===== src/rtl/strobe_fifo_pkg.sv =====
package strobe_fifo_pkg;

    typedef enum logic [1:0] {
        ST_EMPTY   = 2'd0,
        ST_PARTIAL = 2'd1,
        ST_FULL    = 2'd2
    } fill_state_t;

endpackage


===== src/rtl/strobe_fifo_ctrl.sv =====
module strobe_fifo_ctrl
    import strobe_fifo_pkg::*;
#(
    parameter int DEPTH = 64,
    localparam int AW = $clog2(DEPTH),
    localparam int CW = AW + 1
) (
    input  logic          clk,
    input  logic          mst_clr,
    input  logic          shift_in,
    input  logic          shift_out,
    output logic          wr_en,
    output logic [AW-1:0] wr_addr,
    output logic [AW-1:0] rd_addr,
    output logic [CW-1:0] level,
    output logic          in_rdy,
    output logic          out_rdy
);

    localparam logic [AW-1:0] LAST_ADDR = AW'(DEPTH - 1);
    localparam logic [CW-1:0] LAST_FREE = CW'(DEPTH - 1);

    fill_state_t state_q, state_d;
    logic        rd_en;

    // Accepted strobes depend only on the registered fill state
    always_comb begin
        wr_en = shift_in  && (state_q != ST_FULL);
        rd_en = shift_out && (state_q != ST_EMPTY);
    end

    always_comb begin
        state_d = state_q;
        unique case (state_q)
            ST_EMPTY: begin
                if (wr_en) state_d = ST_PARTIAL;
            end
            ST_PARTIAL: begin
                if (rd_en && !wr_en && level == CW'(1))
                    state_d = ST_EMPTY;
                else if (wr_en && !rd_en && level == LAST_FREE)
                    state_d = ST_FULL;
            end
            ST_FULL: begin
                if (rd_en) state_d = ST_PARTIAL;
            end
            default: state_d = ST_EMPTY;
        endcase
    end

    // State register
    always_ff @(posedge clk or posedge mst_clr) begin
        if (mst_clr) state_q <= ST_EMPTY;
        else         state_q <= state_d;
    end

    // Pointers and word count
    always_ff @(posedge clk or posedge mst_clr) begin
        if (mst_clr) begin
            wr_addr <= '0;
            rd_addr <= '0;
            level   <= '0;
        end else begin
            if (wr_en)
                wr_addr <= (wr_addr == LAST_ADDR) ? '0 : wr_addr + AW'(1);
            if (rd_en)
                rd_addr <= (rd_addr == LAST_ADDR) ? '0 : rd_addr + AW'(1);
            if (wr_en && !rd_en)
                level <= level + CW'(1);
            else if (rd_en && !wr_en)
                level <= level - CW'(1);
        end
    end

    // Handshake outputs from state
    always_comb begin
        in_rdy  = 1'b1;
        out_rdy = 1'b0;
        unique case (state_q)
            ST_EMPTY:   begin in_rdy = 1'b1; out_rdy = 1'b0; end
            ST_PARTIAL: begin in_rdy = 1'b1; out_rdy = 1'b1; end
            ST_FULL:    begin in_rdy = 1'b0; out_rdy = 1'b1; end
            default:    begin in_rdy = 1'b0; out_rdy = 1'b0; end
        endcase
    end

endmodule


===== src/rtl/strobe_fifo_mem.sv =====
module strobe_fifo_mem #(
    parameter int WIDTH = 9,
    parameter int DEPTH = 64,
    localparam int AW = $clog2(DEPTH)
) (
    input  logic             clk,
    input  logic             wr_en,
    input  logic [AW-1:0]    wr_addr,
    input  logic [WIDTH-1:0] wr_data,
    input  logic [AW-1:0]    rd_addr,
    output logic [WIDTH-1:0] rd_data
);

    logic [WIDTH-1:0] store [DEPTH];

    always_ff @(posedge clk) begin
        if (wr_en) store[wr_addr] <= wr_data;
    end

    // Combinational read gives fall-through of the head word
    assign rd_data = store[rd_addr];

endmodule


===== src/rtl/strobe_fifo_flags.sv =====
module strobe_fifo_flags #(
    parameter int CW      = 7,
    parameter int LOW_MAX = 8,
    parameter int MID_MIN = 32,
    parameter int HIGH_MIN = 56
) (
    input  logic [CW-1:0] level,
    output logic          near_edge,
    output logic          half_lvl
);

    localparam logic [CW-1:0] LOW_LIM  = CW'(LOW_MAX);
    localparam logic [CW-1:0] MID_LIM  = CW'(MID_MIN);
    localparam logic [CW-1:0] HIGH_LIM = CW'(HIGH_MIN);

    always_comb begin
        near_edge = (level <= LOW_LIM) || (level >= HIGH_LIM);
        half_lvl  = (level >= MID_LIM);
    end

endmodule


===== src/rtl/strobe_fifo.sv =====
module strobe_fifo #(
    parameter int WIDTH    = 9,
    parameter int DEPTH    = 64,
    parameter int LOW_MAX  = 8,
    parameter int MID_MIN  = 32,
    parameter int HIGH_MIN = 56
) (
    input  logic             clk,
    input  logic             mst_clr,
    input  logic             shift_in,
    input  logic [WIDTH-1:0] din,
    output logic             in_rdy,
    input  logic             shift_out,
    output logic [WIDTH-1:0] dout,
    output logic             out_rdy,
    input  logic             out_en,
    output logic             near_edge,
    output logic             half_lvl
);

    localparam int AW = $clog2(DEPTH);
    localparam int CW = AW + 1;

    logic             wr_en;
    logic [AW-1:0]    wr_addr;
    logic [AW-1:0]    rd_addr;
    logic [CW-1:0]    level;
    logic [WIDTH-1:0] head;

    strobe_fifo_ctrl #(.DEPTH(DEPTH)) u_ctrl (
        .clk       (clk),
        .mst_clr   (mst_clr),
        .shift_in  (shift_in),
        .shift_out (shift_out),
        .wr_en     (wr_en),
        .wr_addr   (wr_addr),
        .rd_addr   (rd_addr),
        .level     (level),
        .in_rdy    (in_rdy),
        .out_rdy   (out_rdy)
    );

    strobe_fifo_mem #(.WIDTH(WIDTH), .DEPTH(DEPTH)) u_mem (
        .clk     (clk),
        .wr_en   (wr_en),
        .wr_addr (wr_addr),
        .wr_data (din),
        .rd_addr (rd_addr),
        .rd_data (head)
    );

    strobe_fifo_flags #(
        .CW(CW), .LOW_MAX(LOW_MAX), .MID_MIN(MID_MIN), .HIGH_MIN(HIGH_MIN)
    ) u_flags (
        .level     (level),
        .near_edge (near_edge),
        .half_lvl  (half_lvl)
    );

    assign dout = out_en ? head : '0;

endmodule


===== config.mk =====
export PLATFORM = sky130hd
export DESIGN_NAME = strobe_fifo
export DESIGN_NICKNAME = d
export VERILOG_FILES = /design/src/rtl/strobe_fifo_pkg.sv /design/src/rtl/strobe_fifo_ctrl.sv /design/src/rtl/strobe_fifo_mem.sv /design/src/rtl/strobe_fifo_flags.sv /design/src/rtl/strobe_fifo.sv
export SDC_FILE = /design/constraint.sdc
export NUM_CORES = 1
export LEC_CHECK = 0
export BUFFER_PORTS_ARGS = -buffer_cell sky130_fd_sc_hd__clkbuf_2
export CORE_MARGIN = 5
export CORE_UTILIZATION = 47
export CTS_CLUSTER_DIAMETER = 100
export CTS_CLUSTER_SIZE = 8
export DETAILED_ROUTE_END_ITERATION = 10
export GPL_TIMING_DRIVEN = 0
export PLACE_DENSITY = 0.62
export SLEW_MARGIN = 10
export SYNTH_ARGS = -nofsm -noshare
export SYNTH_HDL_FRONTEND = slang
export SYNTH_HIERARCHICAL = 1
export SYNTH_SLANG_ARGS = --single-unit

===== constraint.sdc =====
create_clock -name clk -period 5.4 [get_ports clk]
set_input_delay 1.08 -clock clk [delete_from_list [all_inputs] [get_ports clk]]
set_output_delay 1.08 -clock clk [all_outputs]
set_load 0.02 [all_outputs]

==> flow_summary_export.csv <==
group,metric,value,unit
run_status,outcome,"complete, no violations",
placed_design,placed_area,24700,µm²
finish,mostFrequentLayoutCells,"edfxtp_1, mux4_2, clkbuf_16",
finish,instances_no_fill,1976,
clock_tree,cts.path.max_buffers,3,
yosys,synth.distinct_cells,57,
yosys,ys_async_sr_fraction,0.0352,
min_path,hold_path_startpoint,"u_ctrl/rd_addr[4]",
min_path,hold_end,"u_ctrl/rd_addr[4]",
critical_path,cp.arrival,4.12,ns
drt,routed_wl,54.0,mm
critical_path,critPathMostFrequentCell,"buf_2",
critical_path,ff2ff_setup_slack,2.24,ns
grt,grt_pass1_vias,11862,
drt,drc,0,
timing,fin_crit,5.20,ns
grt,grt_usage,0.195,
timing,rsz0062_at_grt,"no",
power_and_ir_drop,power.leakage,8.61,nW
floorplanning,die_area,55000,µm²
critical_path,rr_startpoint,"u_ctrl/state_q[0]",
critical_path,crit_fanout,10,
grt,grt_max_degree,65,
finish,mostFrequentLayoutCell,"edfxtp_1",
power_and_ir_drop,powerDensity,530,nW/µm²
critical_path,end_kind,"output port",
clock_tree,clkTransAtPathRegs,0.05,ns
clock_tree,clock_tree.htree_level_count,3,
timing,setup_viol_count_final,0,
timing,setup_slack,0.196,ns
clock_tree,clockRootBuffer,"clkbuf_16",
finish,fin_area,27100,µm²
critical_path,startpoint_type,"flip-flop",
grt,antenna_found_initial,3,
yosys,syn_nets,1169,
finish,final_core_util,0.541,
critical_path,rr_endpoint,"u_mem/store[22][4]",
finish,fin_nets,1281,
timing,fmax,192,MHz
power_and_ir_drop,power,14.4,mW
floorplanning,ios,27,
floorplanning,fp.dieH,235,µm
yosys,yosysWarnings,6,
placed_design,dp_hpwl,33.7,mm
drt,drt_pass1_iterations,5,
clock_tree,cts_hold_buf,0,
yosys,syn_area,23700,µm²
placed_design,dp.cells,1843,
yosys,synth-seq-cells,597,
critical_path,crit_path_top_delay_cell,"clkbuf_1",
critical_path,slowest_delay,0.75,ns
clock_tree,cts_buffers,84,
timing,hold_violations,0,
timing,worstMarginPinSlew,1.20,ns
placed_design,routabilityCongestion,0.874,
yosys,synth-edff-count,576,
placed_design,place_ws,0.858,ns
finish,drive_gt1_frac,0.239,
clock_tree,cts_resized,0,
critical_path,worstPathRequired,4.32,ns
critical_path,rr_worst_depth,7,
power_and_ir_drop,peakVddDrop,0.000265,V
critical_path,path_cells,"buf_2, buf_2, clkbuf_1, buf_2, mux4_2, o211ai_1, nand2_1, and2_1, clkbuf_2",
min_path,min_path_type,"reg2reg",
yosys,seq_area_frac_synth,0.752,
grt,grt_first_pass_wirelength,79.4,mm
clock_tree,cts_tree,"done",
drt,ant_nets,0,
clock_tree,clock_sinks,597,
drt,routed_via_density,5.89,
clock_tree,insertion_delay,0.60,ns
floorplanning,start_util,0.474,
drt,drtIter0Drc,1021,
min_path,whs_path_depth,1,
yosys,synth-main-ff-cell,"edfxtp_1",
yosys,synthCells,1145,
flow_run,maxCapViolCount,0,
timing,hold_slack,0.505,ns
grt,grt_overflow_total,0,
drt,avgRoutedWirePerCell,27.3,µm
drt,vias,11639,
floorplanning,num_rows,82,
timing,drv_slew,0,
timing,worst_slew_margin_rel,0.198,
floorplanning,fp.dieW,235,µm
finish,syn_to_final_growth,14.2,%
clock_tree,cts_setup_buffers,0,
timing,fin_skew,0.0206,ns
yosys,avgSynthCellArea,20.7,µm²
timing,min_period_over_period,0.964,
floorplanning,core_area,50100,µm²
timing,tns,0,ns
placed_design,io_buffers,26,
critical_path,crit_type,"reg2out",
[cell type report]
cell class	count	area (µm²)
fillers	3899	23000
multi-input cells	481	5520
diodes	1	2.50
repair buffers	26	143
clock buffers	127	2330
plain buffers	58	342
flip-flops and latches	597	17800
well taps	672	841
clock inverters	5	55.1
inverters	9	33.8
[worst max-delay path: cells and delay by family (launching register included)]
kind,cells,cell delay (ns)
buffers and inverters,5,2.02
AND/OR/NAND/NOR,2,0.32
flip-flops,1,0.40
AO/OA/AOI/OAI,1,0.28
multiplexers,1,0.47
[per-layer routing]
| layer | vias up | share of wire | global-route usage |
|---|---|---|---|
| met1 | 6126 | 0.42 | 0.271 |
| li1 | 4969 | - | - |
| met4 | 2 | 0.029 | 0.0603 |
| met5 | - | 0.00037 | 0 |
| met3 | 99 | 0.084 | 0.0593 |
| met2 | 443 | 0.47 | 0.301 |
[where the power goes]
group	total [mW]	switching (mW)	internal, mW
Clock	4.74	1.81	2.93
Sequential	5.50	0.171	5.33
Combinational	4.12	2.41	1.70
Total	14.4	4.40	9.96
[synthesized netlist by cell type, types with 4 or more instances]
master | count | area share
nor3_1 | 4 | 0.00084
mux4_2 | 143 | 0.14
o21ai_1 | 9 | 0.0019
nand2b_1 | 7 | 0.0018
buf_6 | 5 | 0.0024
a2111oi_0 | 6 | 0.0022
mux4_1 | 8 | 0.0089
mux2i_1 | 23 | 0.0097
dfrtp_1 | 21 | 0.022
nand4_1 | 6 | 0.0016
xnor2_1 | 7 | 0.0026
nor2_1 | 76 | 0.012
and3_1 | 4 | 0.0011
buf_4 | 9 | 0.0028
a22oi_1 | 17 | 0.0054
buf_2 | 16 | 0.0034
nand2_1 | 37 | 0.0059
o211ai_1 | 6 | 0.0019
clkbuf_1 | 25 | 0.0040
ha_1 | 10 | 0.0053
o22ai_1 | 9 | 0.0024
nor2b_1 | 17 | 0.0045
a21oi_1 | 8 | 0.0017
and2_1 | 13 | 0.0034
mux2_2 | 5 | 0.0024
xor2_1 | 6 | 0.0022
inv_1 | 7 | 0.0011
o221ai_1 | 5 | 0.0018
nand3_1 | 14 | 0.0030
edfxtp_1 | 576 | 0.73
[worst max path at each step]
stage	from	end	slack, ns
floorplan	u_ctrl/rd_addr[1]	dout[2]	2.06
global placement	u_ctrl/rd_addr[2]	dout[1]	0.88
detailed placement	u_ctrl/rd_addr[2]	dout[1]	0.86
CTS	u_ctrl/rd_addr[2]	dout[1]	0.21
global route	u_ctrl/rd_addr[2]	dout[1]	0.04
finish	u_ctrl/rd_addr[2]	dout[1]	0.20
[state kept, by name, summed over array words and instances (netlist names)]
signal and flops:
u_ctrl/wr_addr 6, u_mem/store 576, u_ctrl/state_q 2, u_ctrl/rd_addr 6, u_ctrl/level 7
[cells by family (layout without fill, tap and decap cells)]
kind of cell,after synthesis,after routing,synth area share
flops,597,597,0.752
simple gates,192,192,0.0388
mux,179,179,0.157
compound gates,87,87,0.0268
buf+inv,67,225,0.0158
xor+xnor,13,13,0.00480
fa+ha+maj,10,10,0.00528
other cells,0,1,0
(Power assumes the default switching activity.)
